`config.mk`:
```
export PLATFORM = sky130hd
export DESIGN_NAME = baud_tick_gen
export DESIGN_NICKNAME = d
export VERILOG_FILES = /design/src/rtl/btg_pkg.sv /design/src/rtl/btg_divider.sv /design/src/rtl/btg_accum.sv /design/src/rtl/btg_prescale.sv /design/src/rtl/baud_tick_gen.sv
export SDC_FILE = /design/constraint.sdc
export NUM_CORES = 1
export LEC_CHECK = 0
export BUFFER_PORTS_ARGS = -buffer_cell sky130_fd_sc_hd__buf_4
export CORE_MARGIN = 4
export CORE_UTILIZATION = 40
export CTS_BUF_LIST = sky130_fd_sc_hd__clkbuf_4 sky130_fd_sc_hd__clkbuf_8 sky130_fd_sc_hd__clkbuf_16
export CTS_CLUSTER_SIZE = 24
export DETAILED_ROUTE_END_ITERATION = 10
export SLEW_MARGIN = 15
export SYNTH_ARGS = -nofsm -noshare
export SYNTH_HDL_FRONTEND = slang
export SYNTH_SLANG_ARGS = --single-unit
export TNS_END_PERCENT = 100
```
`constraint.sdc`:
```
create_clock -name clk -period 2.4 [get_ports clk]
set_input_delay 0.36 -clock clk [delete_from_list [all_inputs] [get_ports clk]]
set_output_delay 0.36 -clock clk [all_outputs]
set_load 0.05 [all_outputs]
```
`src/rtl/btg_pkg.sv`:
```
package btg_pkg;
  typedef enum logic {
    MODE_DIV = 1'b0,
    MODE_ACC = 1'b1
  } gen_mode_e;
endpackage

```
`src/rtl/btg_divider.sv`:
```
module btg_divider #(
  parameter int W = 16
) (
  input  logic         clk,
  input  logic         rst_n,
  input  logic         run,
  input  logic [W-1:0] load_val,
  output logic         fire
);
  logic [W-1:0] cnt;

  // A count of 0 (fresh start) or 1 (end of interval) means reload now.
  function automatic logic at_reload(input logic [W-1:0] c);
    return (c <= W'(1));
  endfunction

  assign fire = run & at_reload(cnt);

  always_ff @(posedge clk or negedge rst_n) begin
    if (!rst_n)       cnt <= '0;
    else if (!run)    cnt <= '0;
    else if (fire)    cnt <= load_val;
    else              cnt <= cnt - W'(1);
  end
endmodule

```
`src/rtl/btg_accum.sv`:
```
module btg_accum #(
  parameter int W = 16
) (
  input  logic         clk,
  input  logic         rst_n,
  input  logic         run,
  input  logic [W-1:0] incr,
  output logic         carry
);
  logic [W-1:0] phase;
  logic [W:0]   sum;

  function automatic logic [W:0] phase_add(input logic [W-1:0] a, input logic [W-1:0] b);
    return {1'b0, a} + {1'b0, b};
  endfunction

  assign sum   = phase_add(phase, incr);
  assign carry = run & sum[W];

  always_ff @(posedge clk or negedge rst_n) begin
    if (!rst_n)    phase <= '0;
    else if (!run) phase <= '0;
    else           phase <= sum[W-1:0];
  end
endmodule

```
`src/rtl/btg_prescale.sv`:
```
module btg_prescale #(
  parameter int RATIO = 16
) (
  input  logic clk,
  input  logic rst_n,
  input  logic run,
  input  logic tick_in,
  output logic tick_out
);
  localparam int PW = (RATIO > 1) ? $clog2(RATIO) : 1;
  localparam logic [PW-1:0] LAST = PW'(RATIO - 1);

  logic [PW-1:0] pre;

  function automatic logic [PW-1:0] pre_next(input logic [PW-1:0] p);
    return (p == LAST) ? '0 : p + PW'(1);
  endfunction

  always_ff @(posedge clk or negedge rst_n) begin
    if (!rst_n) begin
      pre      <= '0;
      tick_out <= 1'b0;
    end else if (!run) begin
      pre      <= '0;
      tick_out <= 1'b0;
    end else begin
      tick_out <= tick_in & (pre == LAST);
      if (tick_in) pre <= pre_next(pre);
    end
  end
endmodule

```
`src/rtl/baud_tick_gen.sv`:
```
module baud_tick_gen
  import btg_pkg::*;
#(
  parameter int BAUD_W = 16,
  parameter int OSR    = 16
) (
  input  logic              clk,
  input  logic              rst_n,
  input  logic [BAUD_W-1:0] baud_val,
  input  logic              frac_mode,
  input  logic              run,
  output logic              os_tick,
  output logic              bit_tick
);
  gen_mode_e mode;
  logic      div_fire;
  logic      acc_carry;
  logic      tick_next;

  assign mode = gen_mode_e'(frac_mode);

  btg_divider #(.W(BAUD_W)) u_div (
    .clk(clk), .rst_n(rst_n), .run(run), .load_val(baud_val), .fire(div_fire)
  );

  btg_accum #(.W(BAUD_W)) u_acc (
    .clk(clk), .rst_n(rst_n), .run(run), .incr(baud_val), .carry(acc_carry)
  );

  assign tick_next = (mode == MODE_ACC) ? acc_carry : div_fire;

  always_ff @(posedge clk or negedge rst_n) begin
    if (!rst_n) os_tick <= 1'b0;
    else        os_tick <= tick_next;
  end

  btg_prescale #(.RATIO(OSR)) u_pre (
    .clk(clk), .rst_n(rst_n), .run(run), .tick_in(tick_next), .tick_out(bit_tick)
  );
endmodule

```
### Yosys cells after proc, flatten, opt, wreduce, memory -nomap -nowiden

Cells that the tools add are included.

* word-level logic and storage cells: 22
* output and inout bits: 2
* register bits after elaboration: 38

* eq/ne operators: 2
* magnitude comparators: 1
* bitwise gates (word level): 3
* add/sub/neg operators: 3
* multiplexer cells: 8

Operator list (count)
* $mux 16: 3
* $add 16x16->17: 1
* $le 16x1->1 const B: 1
* $sub 16x1->16 const B: 1
* $mux 4: 3
* $add 4x1->4 const B: 1
* $eq 4x4->1 const B: 1
* $and 1x1->1: 3
* $mux 1: 2
* $ne 2x1->1 const B: 1

### Logic depth before layout (Yosys ltp)

* depth after elaboration: 5
* depth in mapped cells: 8
* depth with buffers taken out: 8

### Hierarchy

Synthesis repeated with hierarchy kept, for this count alone.

* cell total of the unflattened synthesis: 262
* area total of the unflattened synthesis: 2474.9 µm²

By module, submodules not included
* btg_accum: area an instance 1212.4 µm², cells an instance 131, times used 1, seq. area each 400.4 µm²
* btg_divider: area an instance 980.9 µm², cells an instance 106, times used 1, seq. area each 400.4 µm²
* btg_prescale: area an instance 241.5 µm², cells an instance 23, times used 1, seq. area each 125.1 µm²
* baud_tick_gen: area an instance 40.0 µm², cells an instance 2, times used 1, seq. area each 25.0 µm²

### Worst setup path before layout

No wires, ideal clock.

* path type: input port to flip-flop
* from: input port baud_val[0]
* to: register u_acc.phase[14]
* setup time: 0.079 ns
* setup slack: 0.171 ns
* path buffers: 0
* required time: 2.321 ns
* cell stages on the path: 8
* arrival time: 2.150 ns
* cell sequence: ha_1 > fa_1 > a211oi_1 > nor2_1 > o211ai_1 > a21oi_1 > o21ai_0 > mux2i_1

* cells in the longest elaborated chain, start to end: 2

RTL lines
* from (decl): line baud_tick_gen.sv:9 `input logic [BAUD_W-1:0] baud_val,`
* $add 16x16->17: line btg_accum.sv:14 `return {1'b0, a} + {1'b0, b};`
* $mux 16: line btg_accum.sv:22 `else if (!run) phase <= '0;`
* to (signal assigned): line btg_accum.sv:23 `else phase <= sum[W-1:0];`
* to (decl): line btg_accum.sv:10 `logic [W-1:0] phase;`

Every way passes these cells.
A chain may end at the register's enable or synchronous reset.

### Final worst setup path

* from: register u_acc.phase[0]
* to: register u_acc.phase[14]

* cells in the longest elaborated chain, start to end: 2

RTL lines (line)
* $add 16x16->17: btg_accum.sv:14
* $mux 16: btg_accum.sv:22

Every way passes these cells.

==> run metrics <==
hold buffers post-CTS=0; Mapped Area=2440 um^2; endpoints failing hold=0; most frequent cells in the layout=dfrtp_1 (38), nor2_1 (37), buf_4 (27); Power Dens Cells=997 nW/um^2; endpoints failing setup=0; Post-Place Setup Slack=0.0555 ns; TritonCTS clock tree=yes; hpwl dp=3920 um; Req. time, crit path=2.62 ns; period utilization=92.2%; Rel. slew slack=66.2%; worst-skew pair later-pin latency=0.29 ns; Clock power frac=15.8%; Synth warnings=0; Mapped Cells=265; Clk pin slew, worst setup/hold paths=0.07 ns; Initial DRC Count=79; die height=86.2 um; syn_nets=305; f_max=452 MHz; worst min-delay path class=in2async; most common cell after layout, fill and taps aside=dfrtp_1; Max H-tree Level=2; worst stage delay on the critical path=0.39 ns; Post CTS Setup Buffer Count=0; Int Pwr=1660 uW; FF-to-FF setup slack=0.19 ns; Slowest cell on crit path=fa_1; Starting Density=41.3%; area occupied by multi-input gates=1430 um^2; vias in the first global route=1933; die area=7430 um^2; post-route worst setup slack=0.188 ns; Num CTS Buffers=5; root buf cell=clkbuf_8; CTS Buffer Depth=2; RSZ-0062 raised after global routing=false; kind of critical path=reg2reg; PortBufs=21; Comb pwr share=50.5%; Vias=1968; post_cts resized=0; leakage=0.00128 uW; Crit Reg-Reg Endpoint=u_acc.phase[14]; Finished Cell Area=2790 um^2; placed cell areas=2710 um^2; Routed Wire Length=5360 um; share of cells above drive strength 1=13.8%; GPL Wtd Cong=0.779; DRT Pass-1 Iters=4; GRT Resource Usage Total=15.6%; area leader, netlist=dfrtp_1; Hold Worst Slack=0.0416 ns; drt via density=5.41; final clock skew=0.00448 ns; Sw Share=40.2%; Layout Area Growth over Synthesis=14.1%; max cap viols=0; Switching Power=1120 uW; Worst Path Arrival=2.43 ns; Startpoint Class=register; Slew Limit Fails=0; CORE AREA=5920 um^2; status=completed; largest net degree at the start of global routing=39; Final nets=330; Fin Setup TNS=0 ns; Synth top area share=38.9%; Slew @ Worst Pin=0.506 ns; Post-DRT Antenna Nets=0; Crit. End Element=register; fillers=566; Main synth FF type=dfrtp_1; Diodes inserted=0; IO Count=22; first-pass GRT wire length=9170 um; Critical Path, Cell by Cell=ha_1 > fa_1 > a211oi_1 > nor2_1 > o211ai_1 > buf_4 > a21oi_1 > o21ai_0 > mux2i_1; antenna violations before repair=0; CTS sink count=38; Synth Register Bits=38; post-synthesis sequential area ratio=38.9%; Tmin final=2.21 ns; number of synthesized flops with an enable pin=0; r2r startpoint=u_acc.phase[0]; Worst R2R Path Depth=9; Flop pwr share=33.7%; Die Span X=86.2 um; ys async rst share=100%; DR DRC count=0; Syn Area/Cell=9.23 um^2; Netlist cell types=40; VDD IR max=0.000379 V; std cell rows=28; CP Max Fanout=3; flip-flop and latch area=951 um^2; Congestion Overflow GR=0; WL/cell=14.7 um; largest cells by area after synthesis=dfrtp_1 (39%), ha_1 (9.7%), a211oi_1 (5.8%)
[cells in the mapped netlist (2+ instances only)]
cell type,number
o21ai_0,13
or3_1,2
nor4_1,3
a311oi_1,2
clkbuf_1,8
o21a_1,6
o211ai_1,3
xnor2_1,11
dfrtp_1,38
mux2i_1,3
a31oi_1,2
nand2b_1,2
and2_1,3
xor2_1,8
nand3_1,5
inv_1,8
nor2_1,37
nand2_1,21
ha_1,19
nor3_1,14
a211oi_1,19
a21oi_1,14
a21o_1,6
nor3b_1,2
[power groups by stage]
stage	Combinational, uW	Clock (uW)	Sequential, uW
after detailed placement	1400	0	947
after global placement	1390	0	941
after CTS	1410	460	935
final	1400	440	935
after global routing	1610	481	957
after floorplan	1100	0	939
[flip-flops by register name, summed over array words and instances (netlist names)]
| name | cells |
|---|---|
| u_pre.pre | 4 |
| os_tick | 1 |
| u_div.cnt | 16 |
| u_pre.tick_out | 1 |
| u_acc.phase | 16 |
[worst max-delay path, delay by kind of cell (launching register included)]
kind                     cells  cell delay (ns)
flip-flops                   1             0.37
AND/OR/NAND/NOR              1             0.10
buffers and inverters        1             0.16
multiplexers                 1             0.20
AO/OA/AOI/OAI                4             0.70
adder cells (fa/ha/maj)      2             0.60
[worst max path at each step]
stage	from	endpoint	slack, ns	depth (start not counted)
finish	u_acc.phase[0]	u_acc.phase[14]	0.19	9
global route	u_acc.phase[0]	u_acc.phase[14]	0.002	9
CTS	u_acc.phase[0]	u_pre.pre[3]	0.18	9
detailed placement	baud_val[0]	u_pre.pre[3]	0.06	10
global placement	baud_val[0]	u_pre.pre[3]	0.06	10
floorplan	baud_val[0]	u_acc.phase[14]	0.17	8
[logic make-up after synthesis]
family          after synthesis  synth area share [%]
buf+inv                      17                  2.66
xor+xnor                     19                  6.81
mux                           3                  1.23
flops                        38                  38.9
compound gates               72                  20.3
simple gates                 96                  19.5
fa+ha+maj                    20                  10.5
[through the flow]
| step | power, uW | util [%] | cells |
|---|---|---|---|
| after floorplan | 2040 | - | 265 |
| after global placement | 2330 | 45.7 | 358 |
| after detailed placement | 2340 | 45.7 | 358 |
| after CTS | 2800 | 47.1 | 364 |
| after global routing | 3050 | 47.1 | 364 |
| final | 2780 | 47.1 | 364 |
[layer usage]
| metal | part of all wire (%) | GRT usage (%) | vias up |
|---|---|---|---|
| li1 | - | - | 1001 |
| met3 | 2.8 | 2.57 | 5 |
| met5 | 0 | 0 | - |
| met2 | 46 | 25.6 | 23 |
| met4 | 0.95 | 4.25 | 0 |
| met1 | 50 | 21.5 | 939 |
[layout make-up]
| cell class | count | area share, % |
|---|---|---|
| multi-input cells | 210 | 51.2 |
| flip-flops and latches | 38 | 34.1 |
| repair buffers | 27 | 7.27 |
| well taps | 75 | 3.36 |
| clock buffers | 6 | 2.96 |
| inverters | 8 | 1.08 |
Note: power is estimated with default switching activity, not from simulation.
